--- src/rtl/shift_add_mul_pkg.sv ---
package shift_add_mul_pkg;

  // Strobes from the control sequencer to the datapath.
  typedef struct packed {
    logic load;   // capture operands, clear upper half
    logic step;   // conditional add then right shift
  } mulCtrl_t;

  typedef enum logic {
    CTRL_IDLE = 1'b0,
    CTRL_RUN  = 1'b1
  } ctrlState_e;

endpackage

--- src/rtl/mul_adder.sv ---
// Upper-half adder: WIDTH-bit sum plus carry out.
// USE_RIPPLE selects an explicit full-adder chain instead of the
// behavioural operator; both give the same result.
module mul_adder #(
  parameter int WIDTH      = 32,
  parameter bit USE_RIPPLE = 1'b0
) (
  input  logic [WIDTH-1:0] opA,
  input  logic [WIDTH-1:0] opB,
  output logic [WIDTH-1:0] sum,
  output logic             carryOut
);

  generate
    if (USE_RIPPLE) begin : g_ripple
      logic [WIDTH:0] carry;
      assign carry[0] = 1'b0;
      for (genvar i = 0; i < WIDTH; i++) begin : g_bit
        logic genBit;
        logic propBit;
        assign genBit       = opA[i] & opB[i];
        assign propBit      = opA[i] ^ opB[i];
        assign sum[i]       = propBit ^ carry[i];
        assign carry[i + 1] = genBit | (propBit & carry[i]);
      end
      assign carryOut = carry[WIDTH];
    end else begin : g_behav
      logic [WIDTH:0] wideSum;
      assign wideSum  = {1'b0, opA} + {1'b0, opB};
      assign sum      = wideSum[WIDTH-1:0];
      assign carryOut = wideSum[WIDTH];
    end
  endgenerate

endmodule

--- src/rtl/mul_datapath.sv ---
// Multiplicand register, shared accumulator/multiplier register, adder.
module mul_datapath
  import shift_add_mul_pkg::*;
#(
  parameter int WIDTH      = 32,
  parameter bit USE_RIPPLE = 1'b0
) (
  input  logic               clk,
  input  logic               rstN,
  input  mulCtrl_t           ctrl,
  input  logic [WIDTH-1:0]   mcandIn,
  input  logic [WIDTH-1:0]   mplierIn,
  output logic [2*WIDTH-1:0] accOut
);

  localparam int ACC_W = 2 * WIDTH;

  logic [WIDTH-1:0] mcandReg;
  logic [ACC_W-1:0] accReg;
  logic [WIDTH-1:0] upperHalf;
  logic [WIDTH-1:0] addend;
  logic [WIDTH-1:0] upperSum;
  logic             upperCarry;
  logic [ACC_W-1:0] accShifted;

  assign upperHalf = accReg[ACC_W-1:WIDTH];
  // Bit 0 of the accumulator is the multiplier bit under test.
  assign addend    = accReg[0] ? mcandReg : '0;

  mul_adder #(
    .WIDTH      (WIDTH),
    .USE_RIPPLE (USE_RIPPLE)
  ) adder_i (
    .opA      (upperHalf),
    .opB      (addend),
    .sum      (upperSum),
    .carryOut (upperCarry)
  );

  // Carry becomes the new MSB; the tested bit drops off the bottom.
  assign accShifted = {upperCarry, upperSum, accReg[WIDTH-1:1]};

  always_ff @(posedge clk or negedge rstN) begin
    if (!rstN) begin
      mcandReg <= '0;
      accReg   <= '0;
    end else if (ctrl.load) begin
      mcandReg <= mcandIn;
      accReg   <= {{WIDTH{1'b0}}, mplierIn};
    end else if (ctrl.step) begin
      accReg   <= accShifted;
    end
  end

  assign accOut = accReg;

endmodule

--- src/rtl/mul_ctrl.sv ---
// Sequencer: accepts a request when idle, runs WIDTH steps, flags completion.
module mul_ctrl
  import shift_add_mul_pkg::*;
#(
  parameter int WIDTH = 32
) (
  input  logic     clk,
  input  logic     rstN,
  input  logic     startReq,
  output mulCtrl_t ctrl,
  output logic     busy,
  output logic     done,
  output logic     resultValid
);

  localparam int CNT_W = $clog2(WIDTH + 1);
  localparam logic [CNT_W-1:0] STEP_COUNT = CNT_W'(WIDTH);
  localparam logic [CNT_W-1:0] LAST_STEP  = CNT_W'(1);

  ctrlState_e       state;
  logic [CNT_W-1:0] stepsLeft;
  logic             acceptReq;

  assign acceptReq = (state == CTRL_IDLE) && startReq;

  always_comb begin
    ctrl      = '0;
    ctrl.load = acceptReq;
    ctrl.step = (state == CTRL_RUN);
  end

  always_ff @(posedge clk or negedge rstN) begin
    if (!rstN) begin
      state       <= CTRL_IDLE;
      stepsLeft   <= '0;
      done        <= 1'b0;
      resultValid <= 1'b0;
    end else begin
      done <= 1'b0;
      case (state)
        CTRL_IDLE: begin
          if (acceptReq) begin
            state       <= CTRL_RUN;
            stepsLeft   <= STEP_COUNT;
            resultValid <= 1'b0;
          end
        end
        CTRL_RUN: begin
          stepsLeft <= stepsLeft - 1'b1;
          if (stepsLeft == LAST_STEP) begin
            state       <= CTRL_IDLE;
            done        <= 1'b1;
            resultValid <= 1'b1;
          end
        end
        default: state <= CTRL_IDLE;
      endcase
    end
  end

  assign busy = (state == CTRL_RUN);

endmodule

--- src/rtl/shift_add_mul.sv ---
// Thin top: sequencer plus datapath.
module shift_add_mul
  import shift_add_mul_pkg::*;
#(
  parameter int WIDTH      = 32,
  parameter bit USE_RIPPLE = 1'b0
) (
  input  logic               clk,
  input  logic               rstN,
  input  logic               startReq,
  input  logic [WIDTH-1:0]   multiplicandIn,
  input  logic [WIDTH-1:0]   multiplierIn,
  output logic               busy,
  output logic               done,
  output logic               resultValid,
  output logic [2*WIDTH-1:0] product
);

  mulCtrl_t ctrlStrobes;

  mul_ctrl #(
    .WIDTH (WIDTH)
  ) ctrl_i (
    .clk         (clk),
    .rstN        (rstN),
    .startReq    (startReq),
    .ctrl        (ctrlStrobes),
    .busy        (busy),
    .done        (done),
    .resultValid (resultValid)
  );

  mul_datapath #(
    .WIDTH      (WIDTH),
    .USE_RIPPLE (USE_RIPPLE)
  ) dp_i (
    .clk      (clk),
    .rstN     (rstN),
    .ctrl     (ctrlStrobes),
    .mcandIn  (multiplicandIn),
    .mplierIn (multiplierIn),
    .accOut   (product)
  );

endmodule

--- config.mk ---
export PLATFORM = sky130hd
export DESIGN_NAME = shift_add_mul
export DESIGN_NICKNAME = d
export VERILOG_FILES = /design/src/rtl/shift_add_mul_pkg.sv /design/src/rtl/mul_adder.sv /design/src/rtl/mul_datapath.sv /design/src/rtl/mul_ctrl.sv /design/src/rtl/shift_add_mul.sv
export SDC_FILE = /design/constraint.sdc
export NUM_CORES = 1
export LEC_CHECK = 0
export ABC_AREA = 1
export BUFFER_PORTS_ARGS = -buffer_cell sky130_fd_sc_hd__buf_2
export CELL_PAD_IN_SITES_DETAIL_PLACEMENT = 0
export CELL_PAD_IN_SITES_GLOBAL_PLACEMENT = 2
export CORE_MARGIN = 4
export CORE_UTILIZATION = 30
export DETAILED_ROUTE_END_ITERATION = 6
export HOLD_SLACK_MARGIN = 0.12
export PLACE_DENSITY = 0.91
export SLEW_MARGIN = 15
export SYNTH_ARGS = -nofsm -noshare
export SYNTH_HDL_FRONTEND = slang
export SYNTH_SLANG_ARGS = --single-unit
--- constraint.sdc ---
create_clock -name clk -period 3.1 [get_ports clk]
set_clock_uncertainty 0.1 [all_clocks]
set_input_delay 0.155 -clock clk [delete_from_list [all_inputs] [get_ports clk]]
set_output_delay 0.155 -clock clk [all_outputs]
set_load 0.05 [all_outputs]
Word level (Yosys, flattened, before mapping)
Cells that the tools add are included.
{ "op_classes": {"bitwise": 1, "n_reduce_logical": 3, "n_mux": 13, "eq_ne": 3, "n_addsub": 2} }
{ "ops": {"columns": ["op", "count"], "rows": [
  ["64-bit 2-to-1 mux", 2],
  ["32-bit by 32-bit adder with 33-bit output", 1],
  ["32-bit 2-to-1 mux", 1],
  ["6-bit case mux with 2 select lines", 1],
  ["6-bit by 1-bit == test with 1-bit output, second input constant", 1],
  ["1-bit 2-to-1 mux", 6],
  ["6-bit 2-to-1 mux", 1],
  ["6-bit by 1-bit subtractor with 6-bit output, second input constant", 1],
  ["1-bit case mux with 2 select lines", 2],
  ["2-bit by 1-bit inequality test with 1-bit output, second input constant", 1],
  ["2-bit inequality test, second input constant", 1],
  ["2-bit AND reduction", 1],
  ["2-bit nonzero test", 1],
  ["1-bit logical AND", 1],
  ["1-bit inverter", 1]
]} }
{ "totals": {"register_bits": 105, "word_cells": 28} }

Longest topological paths before layout
Gate-level depths: netlist (run 1).
{ "logic_depth": {"word_depth": 4, "mapped_depth": 18, "mapped_depth_nobuf": 16} }

By module
Synthesis (run 1) repeated with hierarchy kept, for this count alone.
{ "hier_totals": {"hier_cells": 1073, "hier_area_um2": 7054.3} }
{ "modules_own_cells": {"columns": ["module", "seq_area_each_um2", "area_per_inst_um2", "instances", "cells_each"], "rows": [
  ["mul_datapath", 2402.3, 4171.5, 1, 516],
  ["mul_adder", 0.0, 2423.6, 1, 505],
  ["mul_ctrl", 225.2, 459.2, 1, 52]
]} }

Worst setup path after synthesis (run 1)
OpenSTA, ideal clock, no wires.
{ "synth_timing": {"path_kind": "register -> register", "start": "register dp_i.accReg[0], in the netlist dp_i.accOut[0]", "end": "register dp_i.accReg[59], in the netlist dp_i.accOut[59]", "path_slack_ps": 337, "synth_period_minus_slack_ps": 2763, "setup_time_ps": 118, "path_stages_with_launch": 18, "arrival_ps": 2545, "cell_sequence": "dfrtp_1 > clkbuf_1 > clkbuf_1 > nand2_1 > inv_1 > ha_1 > inv_1 > fa_1 > inv_1 > nand3_1 > nand3_1 > nand3_1 > nand3_1 > nand2_1 > nand2_1 > nand2_1 > nand3_1 > nand2_1"} }
{ "synth_between": {"elab_chain_len": 4} }
{ "synth_lines": {"columns": ["element", "line", "source"], "rows": [
  ["from (decl)", "mul_datapath.sv:19", "logic [ACC_W-1:0] accReg;"],
  ["from (signal assigned)", "mul_datapath.sv:49", "accReg <= {{WIDTH{1'b0}}, mplierIn};"],
  ["from (signal assigned)", "mul_datapath.sv:51", "accReg <= accShifted;"],
  ["32-bit 2-to-1 mux", "mul_datapath.sv:28", "assign addend = accReg[0] ? mcandReg : '0;"],
  ["32-bit by 32-bit adder with 33-bit output", "mul_adder.sv:29", "assign wideSum = {1'b0, opA} + {1'b0, opB};"],
  ["64-bit 2-to-1 mux", "mul_datapath.sv:50", "end else if (ctrl.step) begin"],
  ["64-bit 2-to-1 mux", "mul_datapath.sv:47", "end else if (ctrl.load) begin"]
]} }
Every way passes these cells. The select of a mux whose other input is x is not followed.
A chain may end at the register's enable or synchronous reset.

Worst setup path in the final report (run 1)
{ "layout_timing": {"start": "register dp_i.accReg[0], in the netlist dp_i.accOut[0]", "end": "register dp_i.accReg[55], in the netlist dp_i.accOut[55]"} }
The elaborated chain is that of the path after synthesis.

==> results.json, run 1 <==
{
  "layout-drive-gt1-share_pct": 15.7,
  "synth_cells": 1030,
  "drt_iter0_drc": 462,
  "post-route-util_pct": 38.9,
  "powerDensity_nw_per_um2": 1100,
  "synth_edf_count": 0,
  "ant_nets": 0,
  "period_needed_ns": 2.57,
  "die_area_um2": 25400,
  "vias": 6753,
  "grt_max_degree": 61,
  "path_clk_slew_ns": 0.08,
  "wl_per_cell_um": 14.3,
  "area_growth_pct": 27.6,
  "startpoint_type": "register",
  "synth_mux_area_share_pct": 0,
  "finalSetupTns_ns": 0,
  "synthesis.nets": 1132,
  "core_um2": 22600,
  "fillers": 2429,
  "status": "complete, no violations",
  "core.rowCount": 55,
  "hp-class": "in2async",
  "viasPerCell": 4.48,
  "nets": 1320,
  "rsz0062_at_grt": "false",
  "synthFlopType": "dfrtp_1",
  "ys_seq_area_share_pct": 38.2,
  "synth-xor-area-share_pct": 0.127,
  "synth_top_family_by_area": "simple AND/OR/NAND/NOR gates",
  "reg2reg_setup_slack_ns": 0.53,
  "cts_tree": "yes",
  "dp_hpwl_mm": 16.1,
  "cts_root_buf": "clkbuf_16",
  "p_leak_nw": 5.07,
  "gp_congestion": 0.839,
  "synthSimpleGateAreaFrac_pct": 35.3,
  "worstMarginPinSlew_ns": 0.795,
  "htreeDepth": 3,
  "crit_type": "reg2reg",
  "grt_pass1_wl_mm": 35.3,
  "postRouteWirelength_mm": 21.5,
  "cp.arrival_ns": 2.72,
  "synth_compound_area_share_pct": 8.26,
  "worstPathMaxFanout": 33,
  "clkLatencyLatePin_ns": 0.36,
  "required_ns": 3.25,
  "r2r_cells": 13,
  "drv_cap": 0,
  "die_h_um": 159,
  "grt_overflow": 0,
  "grt_pass1_vias": 6761,
  "ir_worst_vdd_uv": 700,
  "first_pass_iters": 5,
  "diodes": 0,
  "antenna_found_initial": 0,
  "port_buffers": 133,
  "fmax_mhz": 389,
  "yosys_warnings": 0,
  "drc_errors": 0,
  "period_share_pct": 82.9,
  "synth_area_um2": 6870,
  "synthAdderAreaFrac_pct": 6.48,
  "ys_seq_elements": 105,
  "slew_violations": 0,
  "cts_buffers": 9,
  "clkSinkCount": 105,
  "post_cts_buffers": 0,
  "crit_path_end_kind": "register",
  "syn_avg_cell_area_um2": 6.67,
  "clk_path_buf_depth": 2,
  "grt_usage_pct": 17.1,
  "initial_utilization_pct": 30.5,
  "final-hold-violation-count": 0,
  "ys_types": 36,
  "io_pins": 134,
  "relSlewSlack_pct": 47.0,
  "async_flop_share_pct": 100,
  "die_w_um": 159,
  "finalSetupViolCount": 0
}
## critical path, cell delays in order (launching register included)
cell and delay (ns):
dfrtp_1 0.35, buf_4 0.35, nand2_1 0.17, fa_1 0.41, inv_1 0.15, nand3_1 0.09, nand3_1 0.13, nand2_1 0.06
nand2_1 0.17, nand2_1 0.11, nand3_1 0.14, nand2_1 0.10, nand3_1 0.07, nand2_1 0.05
## cell families after synthesis
family	Yosys count
AND/OR/NAND/NOR	594
buffers and inverters	206
flip-flops	105
AO/OA/AOI/OAI	89
adder cells (fa/ha/maj)	35
XOR/XNOR	1
## cell type report
type / count / area, um2 / share of cell area, %
multi-input cells: 719 / 3450 / 39.3
flip-flops and latches: 105 / 2630 / 29.9
repair buffers: 205 / 1380 / 15.8
inverters: 178 / 668 / 7.61
well taps: 285 / 357 / 4.06
clock buffers: 11 / 243 / 2.77
clock inverters: 5 / 47.5 / 0.542
## cell usage after synthesis, drive strengths merged (3+ instances only)
cell type,number,area [um2]
nand2,474,1820
inv,178,668
dfrtp,105,2630
nor2,58,243
nand3,48,265
ha,34,425
a21oi,30,161
o21ai,22,110
clkbuf,16,60.1
o221ai,15,131
o211ai,14,105
buf,12,70.1
nand4,5,31.3
nor3,5,35.0
o21bai,3,22.5
## repair_timing
| item | in CTS | in global routing |
|---|---|---|
| hold buffers | 65 | 0 |
| endpoints found under the setup margin | 0 | 0 |
| resized for setup | 0 | 0 |
| hold endpoints to repair | 109 | 0 |
## placed cells by master (no fill, tap or decap), types with 5 or more instances in the layout
cell type	count
a21oi_1	29
nand3_2	5
o211ai_1	14
inv_2	8
buf_2	132
dlygate4sd3_1	65
ha_1	34
o221ai_1	15
clkbuf_16	9
o21ai_0	17
dfrtp_1	105
nand3_1	43
nor2_1	54
nand4_1	5
buf_4	7
nand2_2	14
o21ai_1	5
nand2_1	459
inv_1	170
## metrics by stage
| stage | total power [W] | setup WS, ns | hold WS (ns) | instance area (um2) | instances |
|---|---|---|---|---|---|
| floorplan | 0.00692 | 0.337 | -0.241 | 6870 | 1030 |
| global placement | 0.00846 | 0.521 | 0.142 | 7830 | 1427 |
| detailed placement | 0.00849 | 0.477 | 0.142 | 7830 | 1427 |
| CTS | 0.00975 | 0.461 | 0.295 | 8770 | 1508 |
| global route | 0.0105 | 0.271 | 0.336 | 8770 | 1508 |
| finish | 0.00967 | 0.530 | 0.268 | 8770 | 1508 |
## sequential cells by signal (all words and copies together) (netlist names)
register,cells
ctrl_i.resultValid,1
ctrl_i.stepsLeft,6
ctrl_i.busy,1
dp_i.mcandReg,32
ctrl_i.done,1
dp_i.accOut,64
## layer usage
metal	vias to the layer above	wire, um	part of all wire (%)	global-route usage (%)
li1	3533	-	-	-
met1	3044	10600	49	23.8
met2	159	9540	44	27.3
met3	17	1060	4.9	3.60
met4	0	281	1.3	3.91
met5	-	0	0	0
## where the power goes
group	switching, W	internal [W]	total (W)
sequential	0.000514	0.00204	0.00256
combinational	0.00426	0.00170	0.00595
clock	0.000580	0.000583	0.00116
total	0.00535	0.00432	0.00967
## path summary, 6_finish.rpt
kind	start	end
max in group asynchronous	rstN	dp_i.mcandReg[4]$_DFFE_PN0P_
min in group clk	startReq	dp_i.mcandReg[11]$_DFFE_PN0P_
min	rstN	dp_i.accOut[54]$_DFFE_PN0P_
max reg2reg	dp_i.accOut[0]$_DFFE_PN0P_	dp_i.accOut[55]$_DFFE_PN0P_
max	dp_i.accOut[0]$_DFFE_PN0P_	dp_i.accOut[55]$_DFFE_PN0P_
min reg2reg	dp_i.mcandReg[29]$_DFFE_PN0P_	dp_i.mcandReg[29]$_DFFE_PN0P_
(Power assumes the default switching activity.)
==> inputs of run 2 (changes only) <==
--- a/config.mk
+++ b/config.mk
@@ -5,7 +5,7 @@
 export SDC_FILE = /design/constraint.sdc
 export NUM_CORES = 1
 export LEC_CHECK = 0
-export ABC_AREA = 1
+export ABC_AREA = 0
 export BUFFER_PORTS_ARGS = -buffer_cell sky130_fd_sc_hd__buf_2
 export CELL_PAD_IN_SITES_DETAIL_PLACEMENT = 0
 export CELL_PAD_IN_SITES_GLOBAL_PLACEMENT = 2
@@ -13,7 +13,7 @@
 export CORE_UTILIZATION = 30
 export DETAILED_ROUTE_END_ITERATION = 6
 export HOLD_SLACK_MARGIN = 0.12
-export PLACE_DENSITY = 0.91
+export PLACE_DENSITY = 0.87
 export SLEW_MARGIN = 15
 export SYNTH_ARGS = -nofsm -noshare
 export SYNTH_HDL_FRONTEND = slang
==> constraint.sdc (replaced) <==
create_clock -name clk -period 2.3 [get_ports clk]
set_clock_uncertainty 0.1 [all_clocks]
set_input_delay 0.115 -clock clk [delete_from_list [all_inputs] [get_ports clk]]
set_output_delay 0.115 -clock clk [all_outputs]
set_load 0.05 [all_outputs]
==> results.json, run 2 <==
{
  "status": "finished with violations",
  "violations": "setup timing",
  "yosys_warnings": 0,
  "switchingPower_w": 0.00752,
  "critical_path.max_stage_delay_ns": 0.49,
  "cp_slowest_cell": "dfrtp_2",
  "ys_seq_elements": 105,
  "holdWs_ns": 0.146,
  "clkLatencyLatePin_ns": 0.37,
  "synth_area_um2": 6250,
  "p_leak_nw": 4.44,
  "period_needed_ns": 2.64,
  "final-hold-violation-count": 0,
  "dp_hpwl_mm": 13.4,
  "postPlaceCellArea_um2": 8040,
  "core_um2": 20400,
  "grt_usage_pct": 16.2,
  "cts_root_buf": "clkbuf_16",
  "drt_iter0_drc": 201,
  "startpoint_type": "register",
  "yosys-top-cells-count": "dfrtp_1 (105), nand2_1 (86), o21ai_0 (75)",
  "synth_cells": 653,
  "crit_type": "reg2reg",
  "crit_chain": "and2_4 > ha_4 > inv_2 > fa_2 > nor2b_2 > o2111ai_2 > buf_4 > a21oi_4 > a211o_4 > a21oi_4 > o21ai_1 > a22o_1",
  "netlist.area_leader.share_pct": 42.0,
  "layout_commonest_cell": "buf_2",
  "grt_overflow": 0,
  "power_frac_comb_pct": 66.6,
  "clkSinkCount": 105,
  "synth_edf_count": 0,
  "cts_buffers": 9,
  "finalSetupViolCount": 23,
  "die_h_um": 152,
  "yosys.cell_count.top_type": "dfrtp_1",
  "worstPathMaxFanout": 8,
  "finalSetupTns_ns": -5.17,
  "initial_utilization_pct": 30.7,
  "htreeDepth": 3,
  "p_total_w": 0.0157,
  "vias": 5832,
  "grt_max_degree": 61,
  "layout-drive-gt1-share_pct": 41.7,
  "yosys.area.top_type": "dfrtp_1",
  "rsz0062_at_grt": "true",
  "seq_power_share_pct": 22.7,
  "diodes": 0,
  "path_clk_slew_ns": 0.09,
  "antenna_found_initial": 0,
  "worstMarginPinSlew_ns": 0.590,
  "port_buffers": 133,
  "ir_worst_vdd_uv": 728,
  "fillers": 1931,
  "grt_pass1_wl_mm": 31.3,
  "ant_nets": 0,
  "synth_top_cells_by_area": "dfrtp_1 (42%), ha_1 (6.8%), o21ai_0 (6.0%)",
  "io_pins": 134,
  "cp.arrival_ns": 2.80,
  "fin_area_um2": 9550,
  "grt_pass1_vias": 6231,
  "ys_seq_area_share_pct": 42.0,
  "multi_input_area_um2": 3920,
  "drc_errors": 0,
  "gp_congestion": 0.841,
  "die_area_um2": 23200,
  "netSwitchingFraction_pct": 47.9,
  "largest_reg_flops": 64,
  "clk_path_buf_depth": 2,
  "synthesis.nets": 755,
  "layout_common_cells": "buf_2 (132), buf_4 (116), dfrtp_1 (103), nand2_1 (84), dlygate4sd3_1 (66)",
  "viasPerCell": 4.78,
  "timing.final.ws_setup_ns": -0.345,
  "wl_per_cell_um": 15.2,
  "postRouteWirelength_mm": 18.5,
  "slew_violations": 0,
  "hp-class": "in2async",
  "cp_common_cell": "a21oi_4",
  "required_ns": 2.45,
  "area_growth_pct": 52.7,
  "die_w_um": 152,
  "crit_path_end_kind": "register",
  "syn_avg_cell_area_um2": 9.57,
  "async_flop_share_pct": 100,
  "first_pass_iters": 4,
  "cts_tree": "yes",
  "synthFlopType": "dfrtp_1",
  "clockPowerShare_pct": 10.6,
  "drv_cap": 0,
  "period_share_pct": 115,
  "seq_area_um2": 2630,
  "nets": 1046,
  "p_int_w": 0.00817,
  "core.rowCount": 52,
  "fmax_mhz": 378,
  "relSlewSlack_pct": 60.3,
  "powerDensity_nw_per_um2": 1640,
  "ys_types": 64
}
## run 2: what timing repair did
item / CTS / global route
hold endpoints to repair: 139 / 0
pin swaps: 35 / 17
setup buffers: 4 / 4
setup endpoints to repair: 26 / 27
resized for setup: 70 / 28
hold buffers: 66 / 0
cloned: 0 / 0
## run 2: worst paths after layout
| path | from | to | slack (ns) | cells past startpoint |
|---|---|---|---|---|
| worst min-delay path | rstN | dp_i.accOut[26]$_DFFE_PN0P_ | 0.15 | 2 |
| worst max register to register | dp_i.accOut[0]$_DFFE_PN0P_ | dp_i.accOut[63]$_DFFE_PN0P_ | -0.34 | 12 |
| max in group asynchronous | rstN | dp_i.accOut[47]$_DFFE_PN0P_ | 1.15 | 3 |
| worst min register to register | ctrl_i.stepsLeft[5]$_DFFE_PN0P_ | ctrl_i.stepsLeft[5]$_DFFE_PN0P_ | 0.39 | 1 |
| min in group clk | ctrl_i.stepsLeft[5]$_DFFE_PN0P_ | ctrl_i.stepsLeft[5]$_DFFE_PN0P_ | 0.39 | 1 |
| worst max-delay path | dp_i.accOut[0]$_DFFE_PN0P_ | dp_i.accOut[63]$_DFFE_PN0P_ | -0.34 | 12 |
## run 2: kinds of logic after synthesis
| kind of cell | share of synthesized area, % |
|---|---|
| flip-flops | 42.0 |
| multiplexers | 10.9 |
| XOR/XNOR | 3.64 |
| AO/OA/AOI/OAI | 18.5 |
| adder cells (fa/ha/maj) | 7.13 |
| buffers and inverters | 3.66 |
| AND/OR/NAND/NOR | 14.1 |
## run 2: critical path: cells and delay by family (launching register included)
| kind | cells | cell delay (ns) |
|---|---|---|
| flip-flops | 1 | 0.49 |
| adder cells (fa/ha/maj) | 2 | 0.36 |
| AO/OA/AOI/OAI | 6 | 1.12 |
| buffers and inverters | 2 | 0.22 |
| AND/OR/NAND/NOR | 2 | 0.23 |
## run 2: layer usage
layer	GRT usage [%]	part of all wire [%]	vias to the layer above
met5	0	0	-
met4	4.07	1.4	0
met3	3.89	4.7	14
met2	27.1	48	112
met1	21.3	46	2802
li1	-	-	2904
## run 2: power by group through the flow
| stage | clock network [W] | registers (W) | logic [W] |
|---|---|---|---|
| after detailed placement | 0 | 0.00351 | 0.00930 |
| after global placement | 0 | 0.00352 | 0.00923 |
| after CTS | 0.00174 | 0.00355 | 0.0101 |
| after floorplan | 0 | 0.00535 | 0.00421 |
| final | 0.00167 | 0.00357 | 0.0105 |
| after global routing | 0.00180 | 0.00370 | 0.0114 |
## run 2: final cells by class
type	count	share of cell area, %
Inverter	14	0.550
Multi-Input combinational cell	493	41.0
Clock inverter	7	0.996
Clock buffer	9	2.36
Timing Repair Buffer	321	24.0
Tap cell	270	3.54
Sequential cell	105	27.5
## run 2: per-stage QoR
stage	setup WS [ns]	instances	util, %
5_1_grt	-0.447	1219	46.9
3_5_place_dp	-0.471	1130	39.5
2_1_floorplan	-0.425	653	-
3_3_place_gp	-0.461	1130	39.5
4_1_cts	-0.350	1215	46.0
6_report	-0.345	1219	46.9
